$ cat src/rtl/sfd_pkg.sv
package sfd_pkg;

    typedef enum logic [3:0] {
        OC_NONE,
        OC_READ,
        OC_PROG,
        OC_ER4K,
        OC_ER32K,
        OC_ERSEC,
        OC_EN4B,
        OC_EX4B,
        OC_WBANK,
        OC_RBANK,
        OC_RFLAG
    } op_class_e;

    typedef struct packed {
        op_class_e cls;
        logic      force4;
        logic      dummy;
    } op_info_t;

    typedef enum logic [2:0] {
        ST_IDLE,
        ST_COLLECT,
        ST_READ,
        ST_PROG,
        ST_REGOUT,
        ST_SKIP
    } state_e;

    localparam logic [2:0] KIND_NONE  = 3'd0;
    localparam logic [2:0] KIND_READ  = 3'd1;
    localparam logic [2:0] KIND_PROG  = 3'd2;
    localparam logic [2:0] KIND_ER4K  = 3'd3;
    localparam logic [2:0] KIND_ER32K = 3'd4;
    localparam logic [2:0] KIND_ERSEC = 3'd5;

    function automatic logic [2:0] kind_of(input op_class_e c);
        case (c)
            OC_READ:  kind_of = KIND_READ;
            OC_PROG:  kind_of = KIND_PROG;
            OC_ER4K:  kind_of = KIND_ER4K;
            OC_ER32K: kind_of = KIND_ER32K;
            OC_ERSEC: kind_of = KIND_ERSEC;
            default:  kind_of = KIND_NONE;
        endcase
    endfunction

endpackage

$ cat src/rtl/sfd_op_decode.sv
module sfd_op_decode
    import sfd_pkg::*;
(
    input  logic [7:0] opcode,
    output op_info_t   info
);

    always_comb begin
        info = '{cls: OC_NONE, force4: 1'b0, dummy: 1'b0};
        case (opcode)
            8'h03: info.cls = OC_READ;
            8'h13: begin info.cls = OC_READ; info.force4 = 1'b1; end
            8'h0B, 8'h3B, 8'h6B, 8'hBB, 8'hEB: begin
                info.cls   = OC_READ;
                info.dummy = 1'b1;
            end
            8'h0C, 8'h3C, 8'h6C, 8'hBC, 8'hEC: begin
                info.cls    = OC_READ;
                info.dummy  = 1'b1;
                info.force4 = 1'b1;
            end
            8'h02, 8'hA2, 8'h32: info.cls = OC_PROG;
            8'h12: begin info.cls = OC_PROG; info.force4 = 1'b1; end
            8'h20: info.cls = OC_ER4K;
            8'h21: begin info.cls = OC_ER4K; info.force4 = 1'b1; end
            8'h52: info.cls = OC_ER32K;
            8'hD8: info.cls = OC_ERSEC;
            8'hDC: begin info.cls = OC_ERSEC; info.force4 = 1'b1; end
            8'hB7: info.cls = OC_EN4B;
            8'hE9: info.cls = OC_EX4B;
            8'hC5: info.cls = OC_WBANK;
            8'hC8: info.cls = OC_RBANK;
            8'h70: info.cls = OC_RFLAG;
            default: info.cls = OC_NONE;
        endcase
    end

endmodule

$ cat src/rtl/sfd_addr_build.sv
module sfd_addr_build #(
    parameter int ADDR_W = 26
) (
    input  logic [31:0]       acc,
    input  logic [2:0]        alen,
    input  logic [1:0]        bank,
    output logic [ADDR_W-1:0] addr
);

    localparam int BANK_SHIFT = 24;

    logic [31:0] offset;
    logic [31:0] full;

    always_comb begin
        offset = '0;
        if (alen == 3'd3) begin
            offset = {30'd0, bank} << BANK_SHIFT;
        end
        full = acc + offset;
        addr = full[ADDR_W-1:0];
    end

endmodule

$ cat src/rtl/sfd_mode_regs.sv
module sfd_mode_regs (
    input  logic       clk,
    input  logic       rst_n,
    input  logic       set4b,
    input  logic       clr4b,
    input  logic       bank_we,
    input  logic [7:0] bank_din,
    output logic       mode4b,
    output logic [7:0] bank
);

    always_ff @(posedge clk or negedge rst_n) begin
        if (!rst_n) begin
            mode4b <= 1'b0;
            bank   <= 8'h00;
        end else begin
            if (set4b) begin
                mode4b <= 1'b1;
            end else if (clr4b) begin
                mode4b <= 1'b0;
            end
            if (bank_we) begin
                bank <= bank_din;
            end
        end
    end

    AST_BANK_HOLD: assert property (@(posedge clk) disable iff (!rst_n)
        !bank_we |=> $stable(bank));
    AST_MODE_SET: assert property (@(posedge clk) disable iff (!rst_n)
        set4b |=> mode4b);
    AST_MODE_CLR: assert property (@(posedge clk) disable iff (!rst_n)
        (clr4b && !set4b) |=> !mode4b);

endmodule

$ cat src/rtl/spi_flash_cmd_decoder.sv
module spi_flash_cmd_decoder
    import sfd_pkg::*;
#(
    parameter int ADDR_W = 26
) (
    input  logic              clk,
    input  logic              rst_n,
    input  logic              cs_n,
    input  logic              rx_valid,
    input  logic [7:0]        rx_byte,
    input  logic              two_byte_addr,
    input  logic [7:0]        vcfg,
    output logic              cmd_valid,
    output logic [2:0]        cmd_kind,
    output logic [ADDR_W-1:0] cmd_addr,
    output logic              rd_req,
    output logic [ADDR_W-1:0] rd_addr,
    output logic              wr_req,
    output logic [ADDR_W-1:0] wr_addr,
    output logic [7:0]        wr_data,
    output logic              reg_valid,
    output logic [7:0]        tx_byte
);

    localparam int CNT_W = 5;

    state_e            state_q, state_d;
    op_class_e         cls_q;
    logic [2:0]        alen_q;
    logic [CNT_W-1:0]  need_q;
    logic [CNT_W-1:0]  idx_q;
    logic [31:0]       acc_q;
    logic [ADDR_W-1:0] cur_q;

    op_info_t          info;
    logic              byte_in;
    logic [2:0]        alen_new;
    logic [CNT_W-1:0]  need_new;
    logic [31:0]       acc_nxt;
    logic              last;
    logic [ADDR_W-1:0] final_addr;
    logic              mode4b;
    logic [7:0]        bank;
    logic              set4b, clr4b, bank_we;

    sfd_op_decode u_dec (
        .opcode (rx_byte),
        .info   (info)
    );

    sfd_addr_build #(.ADDR_W(ADDR_W)) u_addr (
        .acc  (acc_nxt),
        .alen (alen_q),
        .bank (bank[1:0]),
        .addr (final_addr)
    );

    sfd_mode_regs u_regs (
        .clk      (clk),
        .rst_n    (rst_n),
        .set4b    (set4b),
        .clr4b    (clr4b),
        .bank_we  (bank_we),
        .bank_din (acc_nxt[7:0]),
        .mode4b   (mode4b),
        .bank     (bank)
    );

    always_comb begin
        byte_in = rx_valid && !cs_n;
        if (info.cls == OC_WBANK) begin
            alen_new = 3'd1;
        end else if (two_byte_addr) begin
            alen_new = 3'd2;
        end else if (info.force4 || mode4b) begin
            alen_new = 3'd4;
        end else begin
            alen_new = 3'd3;
        end
        need_new = {2'b00, alen_new} + (info.dummy ? {1'b0, vcfg[7:4]} : '0);
        acc_nxt  = (idx_q < {2'b00, alen_q}) ? {acc_q[23:0], rx_byte} : acc_q;
        last     = (idx_q == need_q - 1'b1);
        set4b    = byte_in && (state_q == ST_IDLE) && (info.cls == OC_EN4B);
        clr4b    = byte_in && (state_q == ST_IDLE) && (info.cls == OC_EX4B);
        bank_we  = byte_in && (state_q == ST_COLLECT) && last && (cls_q == OC_WBANK);
    end

    // next state
    always_comb begin
        state_d = state_q;
        if (cs_n) begin
            state_d = ST_IDLE;
        end else if (rx_valid) begin
            unique case (state_q)
                ST_IDLE: begin
                    case (info.cls)
                        OC_READ, OC_PROG, OC_ER4K, OC_ER32K, OC_ERSEC, OC_WBANK:
                            state_d = ST_COLLECT;
                        OC_RBANK, OC_RFLAG: state_d = ST_REGOUT;
                        OC_EN4B, OC_EX4B:   state_d = ST_IDLE;
                        default:            state_d = ST_SKIP;
                    endcase
                end
                ST_COLLECT: begin
                    if (last) begin
                        if (cls_q == OC_READ) begin
                            state_d = ST_READ;
                        end else if (cls_q == OC_PROG) begin
                            state_d = ST_PROG;
                        end else begin
                            state_d = ST_IDLE;
                        end
                    end
                end
                ST_READ, ST_PROG, ST_REGOUT, ST_SKIP: state_d = state_q;
                default: state_d = ST_IDLE;
            endcase
        end
    end

    // state register
    always_ff @(posedge clk or negedge rst_n) begin
        if (!rst_n) begin
            state_q <= ST_IDLE;
        end else begin
            state_q <= state_d;
        end
    end

    // outputs and datapath
    always_ff @(posedge clk or negedge rst_n) begin
        if (!rst_n) begin
            cls_q     <= OC_NONE;
            alen_q    <= 3'd3;
            need_q    <= '0;
            idx_q     <= '0;
            acc_q     <= '0;
            cur_q     <= '0;
            cmd_valid <= 1'b0;
            cmd_kind  <= KIND_NONE;
            cmd_addr  <= '0;
            rd_req    <= 1'b0;
            rd_addr   <= '0;
            wr_req    <= 1'b0;
            wr_addr   <= '0;
            wr_data   <= '0;
            tx_byte   <= '0;
        end else begin
            cmd_valid <= 1'b0;
            rd_req    <= 1'b0;
            wr_req    <= 1'b0;
            if (byte_in) begin
                case (state_q)
                    ST_IDLE: begin
                        cls_q  <= info.cls;
                        alen_q <= alen_new;
                        need_q <= need_new;
                        idx_q  <= '0;
                        acc_q  <= '0;
                        if (info.cls == OC_RBANK) begin
                            tx_byte <= bank;
                        end else if (info.cls == OC_RFLAG) begin
                            tx_byte <= {1'b1, 6'b000000, mode4b};
                        end
                    end
                    ST_COLLECT: begin
                        acc_q <= acc_nxt;
                        idx_q <= idx_q + 1'b1;
                        if (last && (kind_of(cls_q) != KIND_NONE)) begin
                            cmd_valid <= 1'b1;
                            cmd_kind  <= kind_of(cls_q);
                            cmd_addr  <= final_addr;
                            cur_q     <= final_addr;
                        end
                    end
                    ST_READ: begin
                        rd_req  <= 1'b1;
                        rd_addr <= cur_q;
                        cur_q   <= cur_q + 1'b1;
                    end
                    ST_PROG: begin
                        wr_req  <= 1'b1;
                        wr_addr <= cur_q;
                        wr_data <= rx_byte;
                        cur_q   <= cur_q + 1'b1;
                    end
                    default: ;
                endcase
            end
        end
    end

    assign reg_valid = (state_q == ST_REGOUT);

    AST_ONE_REQUEST: assert property (@(posedge clk) disable iff (!rst_n)
        $onehot0({cmd_valid, rd_req, wr_req}));
    AST_DESELECT_IDLE: assert property (@(posedge clk) disable iff (!rst_n)
        cs_n |=> (state_q == ST_IDLE));
    AST_CMD_AFTER_COLLECT: assert property (@(posedge clk) disable iff (!rst_n)
        $rose(cmd_valid) |-> ($past(state_q) == ST_COLLECT));
    AST_STREAM_READ: assert property (@(posedge clk) disable iff (!rst_n)
        (state_q == ST_READ && byte_in) |=> rd_req);
    AST_STREAM_PROG: assert property (@(posedge clk) disable iff (!rst_n)
        (state_q == ST_PROG && byte_in) |=> (wr_req && wr_data == $past(rx_byte)));
    AST_ERASE_FREES: assert property (@(posedge clk) disable iff (!rst_n)
        (cmd_valid && cmd_kind >= KIND_ER4K) |-> (state_q == ST_IDLE));
    AST_SKIP_SILENT: assert property (@(posedge clk) disable iff (!rst_n)
        (state_q == ST_SKIP) |=> !cmd_valid);

endmodule

$ cat config.mk
export PLATFORM = sky130hd
export DESIGN_NAME = spi_flash_cmd_decoder
export DESIGN_NICKNAME = d
export VERILOG_FILES = /design/src/rtl/sfd_pkg.sv /design/src/rtl/sfd_op_decode.sv /design/src/rtl/sfd_addr_build.sv /design/src/rtl/sfd_mode_regs.sv /design/src/rtl/spi_flash_cmd_decoder.sv
export SDC_FILE = /design/constraint.sdc
export NUM_CORES = 1
export LEC_CHECK = 0
export CORE_UTILIZATION = 40
export DETAILED_ROUTE_END_ITERATION = 7
export GPL_TIMING_DRIVEN = 0
export PLACE_DENSITY_LB_ADDON = 0.12
export SYNTH_ARGS = -nofsm -noshare
export SYNTH_HDL_FRONTEND = slang
export SYNTH_HIERARCHICAL = 1
export SYNTH_SLANG_ARGS = --single-unit
$ cat constraint.sdc
create_clock -name clk -period 3.6 [get_ports clk]
set_input_delay 0.54 -clock clk [delete_from_list [all_inputs] [get_ports clk]]
set_output_delay 0.54 -clock clk [all_outputs]
set_load 0.005 [all_outputs]
; ---- Word level (Yosys, flattened, before mapping)
; Memory sizes are Yosys's and may differ from the RTL's.
; Cells that the tools add are included.
; W data, S select, Z words.
[totals]
rom_bits = 32
ff_bits = 187
out_inout_bits = 101
input_bits = 21
memories = 1
[classes]
magnitude_cmp = 1
reduce_logical = 33
muxes = 33
eq_ne = 47
n_addsub = 5
[memory_table]
columns = name, depth, width, rd, rd_ports_with_merged_regs, wr, line
row1 = (no name shown), 16, 2, 1, 0, 0, spi_flash_cmd_decoder.sv:96  ; case (info.cls)
[op_table]
columns = op, n
row1 = $eq A8 B8 Y1 const B, 11
row2 = $pmux W32 S2, 1
row3 = $mux W26, 2
row4 = $pmux W26 S2, 1
row5 = $eq A8 B6 Y1 const B, 5
row6 = $pmux W4 S10, 1
row7 = $eq A8 B7 Y1 const B, 4
row8 = $mux W32, 1
row9 = $add A26 B1 Y26 const B, 1
row10 = $add A26 B26 Y26, 1
row11 = $mux W3, 8
row12 = $eq A4 B3 Y1 const B, 4
row13 = $eq A4 B4 Y1 const B, 4
row14 = $eq A8 B2 Y1 const B, 2
row15 = $eq A8 B4 Y1 const B, 2
row16 = $eq A8 B5 Y1 const B, 2
row17 = $mux W8, 2
row18 = $pmux W3 S5, 1
row19 = $reduce_and A3 Y1, 4
row20 = $reduce_or A12 Y1, 1
row21 = $mux W1, 11
row22 = $pmux W5 S2, 1
row23 = $reduce_bool A2 Y1, 5
row24 = $reduce_or A10 Y1, 1
row25 = 25 further kinds, 43

; ---- Longest topological paths before layout
[depth]
ltp_word = 9
mapped_depth = 15

; ---- Modules after synthesis
; The synthesis kept the hierarchy.
[modules_own_cells]
columns = module, area_per_inst_um2, instances, cells_per_inst, seq_area_each_um2
row1 = spi_flash_cmd_decoder, 8648.3, 1, 725, 4456.8
row2 = sfd_op_decode, 396.6, 1, 60, 0.0
row3 = sfd_mode_regs, 367.9, 1, 20, 225.2
row4 = sfd_addr_build, 229.0, 1, 29, 0.0

; ---- Worst setup path before layout
; OpenSTA, ideal clock, no wires.
[synth_timing]
path_type = input port to flip-flop
from = input port rx_byte[5]
to = register need_q[3]
path_buffers = 1
setup_slack_ns = 0.478
cell_stages = 15
setup_time_ns = 0.128
arrival_ns = 2.993
path_cell_list = buf_6 -> nor2b_4 -> a21o_1 -> o221a_4 -> or3_1 -> inv_1 -> ha_1 -> nand2_1 -> o21ai_0 -> inv_1 -> ha_1 -> a21o_1 -> a21oi_1 -> xnor2_1 -> o21ai_0
[synth_rtl]
columns = item, line
row1 = "start, declared", spi_flash_cmd_decoder.sv:10  ; input logic [7:0] rx_byte,
row2 = "end signal, assigned", spi_flash_cmd_decoder.sv:157  ; need_q <= need_new;
row3 = "end, declared", spi_flash_cmd_decoder.sv:30  ; logic [CNT_W-1:0] need_q;

; ---- Worst setup path in the final report
[layout_timing]
from = register need_q[0]
to = register u_regs.bank[6]
[layout_between]
elab_chain_cells = 4
[layout_lines]
columns = item, line
row1 = $sub A5 B1 Y5, spi_flash_cmd_decoder.sv:82  ; last = (idx_q == need_q - 1'b1);
row2 = $eq A5 B5 Y1, spi_flash_cmd_decoder.sv:82
row3 = $logic_and A1 B1 Y1 (2 in a row), spi_flash_cmd_decoder.sv:85  ; bank_we = byte_in && (state_q == ST_COLLECT) && last && (cls_q == OC_WBANK);
row4 = via bank_we, spi_flash_cmd_decoder.sv:44  ; logic set4b, clr4b, bank_we;
row5 = "end signal, assigned", sfd_mode_regs.sv:23  ; bank <= bank_din;
row6 = "end, declared", sfd_mode_regs.sv:9  ; output logic [7:0] bank
; The timed path passes the listed nets, and every way through them passes these cells.
; A chain may end at the register's enable or synchronous reset.

==> impl_metrics.py <==
metrics = {
    "status": {
        "status": "complete, no violations",
    },
    "placed_design": {
        "place_ws_ns": -0.706,
        "portBuffers": 117,
        "placed_cells": 1247,
        "dp_hpwl_mm": 17.9,
        "globalplace.congestion": 0.831,
    },
    "pwr": {
        "p_leak_nw": 5.26,
        "pwr-share-clk_pct": 32.6,
        "power_frac_comb_pct": 22.2,
        "ir_drop_uv": 374,
        "p_int_mw": 3.65,
        "power.switching_mw": 1.69,
        "powerDensity_nw_per_um2": 462,
        "pwr-share-seq_pct": 45.2,
        "sw_frac_of_total_pct": 31.7,
    },
    "timing": {
        "min_period_ns": 3.38,
        "finClkSkew_ns": 0.00821,
        "slew_headroom_pct": 31.5,
        "finalCritPeriodShare_pct": 94.0,
        "max_freq_mhz": 295,
        "rsz0062_at_grt": "false",
        "slew_violations": 0,
        "finalWorstSetupSlack_ns": 0.215,
        "tightest_slew_ns": 1.03,
        "setup_violations": 0,
        "hold_ws_ns": 0.0261,
        "hold_violations": 0,
    },
    "drt": {
        "dr.pass1.iters": 5,
        "routedWlPerCell_um": 19.4,
        "drt_iter0_drc": 396,
        "finalWirelength_mm": 24.8,
        "ant_nets": 0,
        "route.detailed.drc": 0,
        "dr_total_vias": 6980,
        "viasPerCell": 5.46,
    },
    "clocking": {
        "clkLatencyLatePin_ns": 0.44,
        "cts.sinks": 181,
        "cts_buffer_depth": 2,
        "cts_tree": "built",
        "htree_levels": 4,
        "cts-root-buf": "clkbuf_16",
        "numCtsBuffers": 17,
        "clkTransAtPathRegs_ns": 0.07,
    },
    "floorplanning": {
        "io_pins": 122,
        "die_h_um": 155,
        "design.core.area_um2": 22800,
        "initial_utilization_pct": 41.1,
        "fp.dieW_um": 155,
        "rows": 55,
        "die_area_um2": 24000,
    },
    "hold_path": {
        "hold_path_class": "input pin to async pin",
    },
    "grt": {
        "antenna_found_initial": 0,
        "grt_pass1_vias": 7010,
        "grt_usage_pct": 21.7,
        "grt_pass1_wl_mm": 40.0,
        "grt_remaining_overflow": 0,
        "grt_start_max_net_pins": 114,
    },
    "critical_path": {
        "path_class": "register to register",
        "critPathArrivalTime_ns": 3.72,
        "reg2reg_from": "need_q[0]$_DFFE_PN0P_",
        "required_ns": 3.93,
        "setup.worst_path.start": "need_q[0]$_DFFE_PN0P_",
        "r2r_slack_ns": 0.22,
        "start_kind": "register",
        "rr_worst_depth": 10,
        "worstPathCellList": "inv_1, ha_1, nor2b_1, or3_1, a311o_1, buf_2, buf_1, nor3_1, buf_6, mux2_4",
        "crit_path_end_kind": "register",
        "path_max_fanout": 10,
        "cpPeakStageDelay_ns": 0.51,
        "worst_r2r_endpoint": "u_regs/bank[6]$_DFFE_PN0P_",
        "crit_slowest_cell": "a311o_1",
    },
    "finish": {
        "num_antenna_cells": 0,
        "n_fill_cell": 2091,
        "drive_gt1_share_pct": 23.2,
        "syn2layout_area_growth_pct": 23.4,
        "fin_nets": 990,
        "final_cell_mix": "179 x dfrtp_1, 109 x clkdlybuf4s50_1, 87 x mux2_2",
        "final_cells": 1278,
        "register_area_um2": 4530,
        "layout_commonest_cell": "dfrtp_1",
        "multiInputGateArea_um2": 4270,
    },
    "run": {
        "drv_cap": 0,
    },
    "synthesis": {
        "synthCells": 816,
        "yosys_warnings": 6,
        "netlist_area_um2": 9370,
        "syn-num-nets": 852,
        "synth.avg_cell_area_um2": 11.5,
    },
}
-- metrics by stage --
step / util (%) / setup TNS, ns / total power, mW / instance area, um2
after floorplan: - / 0 / 3.16 / 9370
after global placement: 48.0 / -1070.52 / 3.62 / 10900
after detailed placement: 48.1 / -5.00 / 3.63 / 11000
after CTS: 50.5 / 0 / 5.38 / 11500
after global routing: 50.8 / 0 / 5.60 / 11600
final: 50.8 / 0 / 5.34 / 11600
-- final cells by class --
type,count,share of cell area (%)
sequential,181,39.2
multi-input combinational,526,36.9
timing repair buffer,119,10.6
buffer,83,4.47
clock buffer,17,3.68
tap,313,3.39
clock inverter,13,0.866
inverter,26,0.844
-- sequential cells by signal, indices dropped and copies added, names as in the netlist --
| register | count |
|---|---|
| acc_q | 26 |
| cur_q | 26 |
| alen_q | 3 |
| state_q | 3 |
| need_q | 5 |
| tx_byte | 8 |
| wr_req | 1 |
| rd_req | 1 |
| cmd_kind | 3 |
| cls_q | 4 |
| rd_addr | 26 |
| cmd_addr | 26 |
| u_regs/bank | 8 |
| wr_data | 8 |
| u_regs/mode4b | 1 |
| idx_q | 5 |
| cmd_valid | 1 |
| wr_addr | 26 |
-- repair_timing --
item	CTS	global route
gates resized for setup	3	21
pin swaps	1	2
hold buffers	0	0
cloned	0	0
setup buffers	1	0
setup endpoints to repair	4	4
-- critical path: cells and delay by family (launching register included) --
family / cells / cell delay [ns]
muxes: 1 / 0.31
DFF: 1 / 0.39
buffers and inverters: 4 / 0.89
and+or+nand+nor: 3 / 0.92
AOI/OAI and AO/OA: 1 / 0.51
adders and majority gates: 1 / 0.23
-- routing by layer --
layer / routed length [um] / GRT usage (%)
met1: 11600 / 30.2
met2: 11800 / 34.7
met3: 1110 / 4.15
met4: 313 / 5.85
met5: 0 / 0
-- power groups by stage --
stage	Sequential (mW)	Combinational, mW	Clock (mW)
final	2.41	1.19	1.74
after global routing	2.44	1.30	1.87
after CTS	2.41	1.19	1.78
after detailed placement	2.45	1.19	0
after global placement	2.45	1.17	0
after floorplan	2.38	0.787	0
-- worst max path at each step --
stage                                 endpoint  slack (ns)  cells past startpoint
finish              u_regs/bank[6]$_DFFE_PN0P_        0.22                     10
global route             need_q[3]$_DFFE_PN0P_        0.03                     16
CTS                      need_q[4]$_DFFE_PN0P_        0.03                     16
detailed placement       need_q[3]$_DFFE_PN0P_       -0.71                     16
global placement        tx_byte[6]$_DFFE_PN0P_       -5.93                      1
floorplan                need_q[3]$_DFFE_PN0P_        0.48                     15
(Power assumes the default switching activity.)
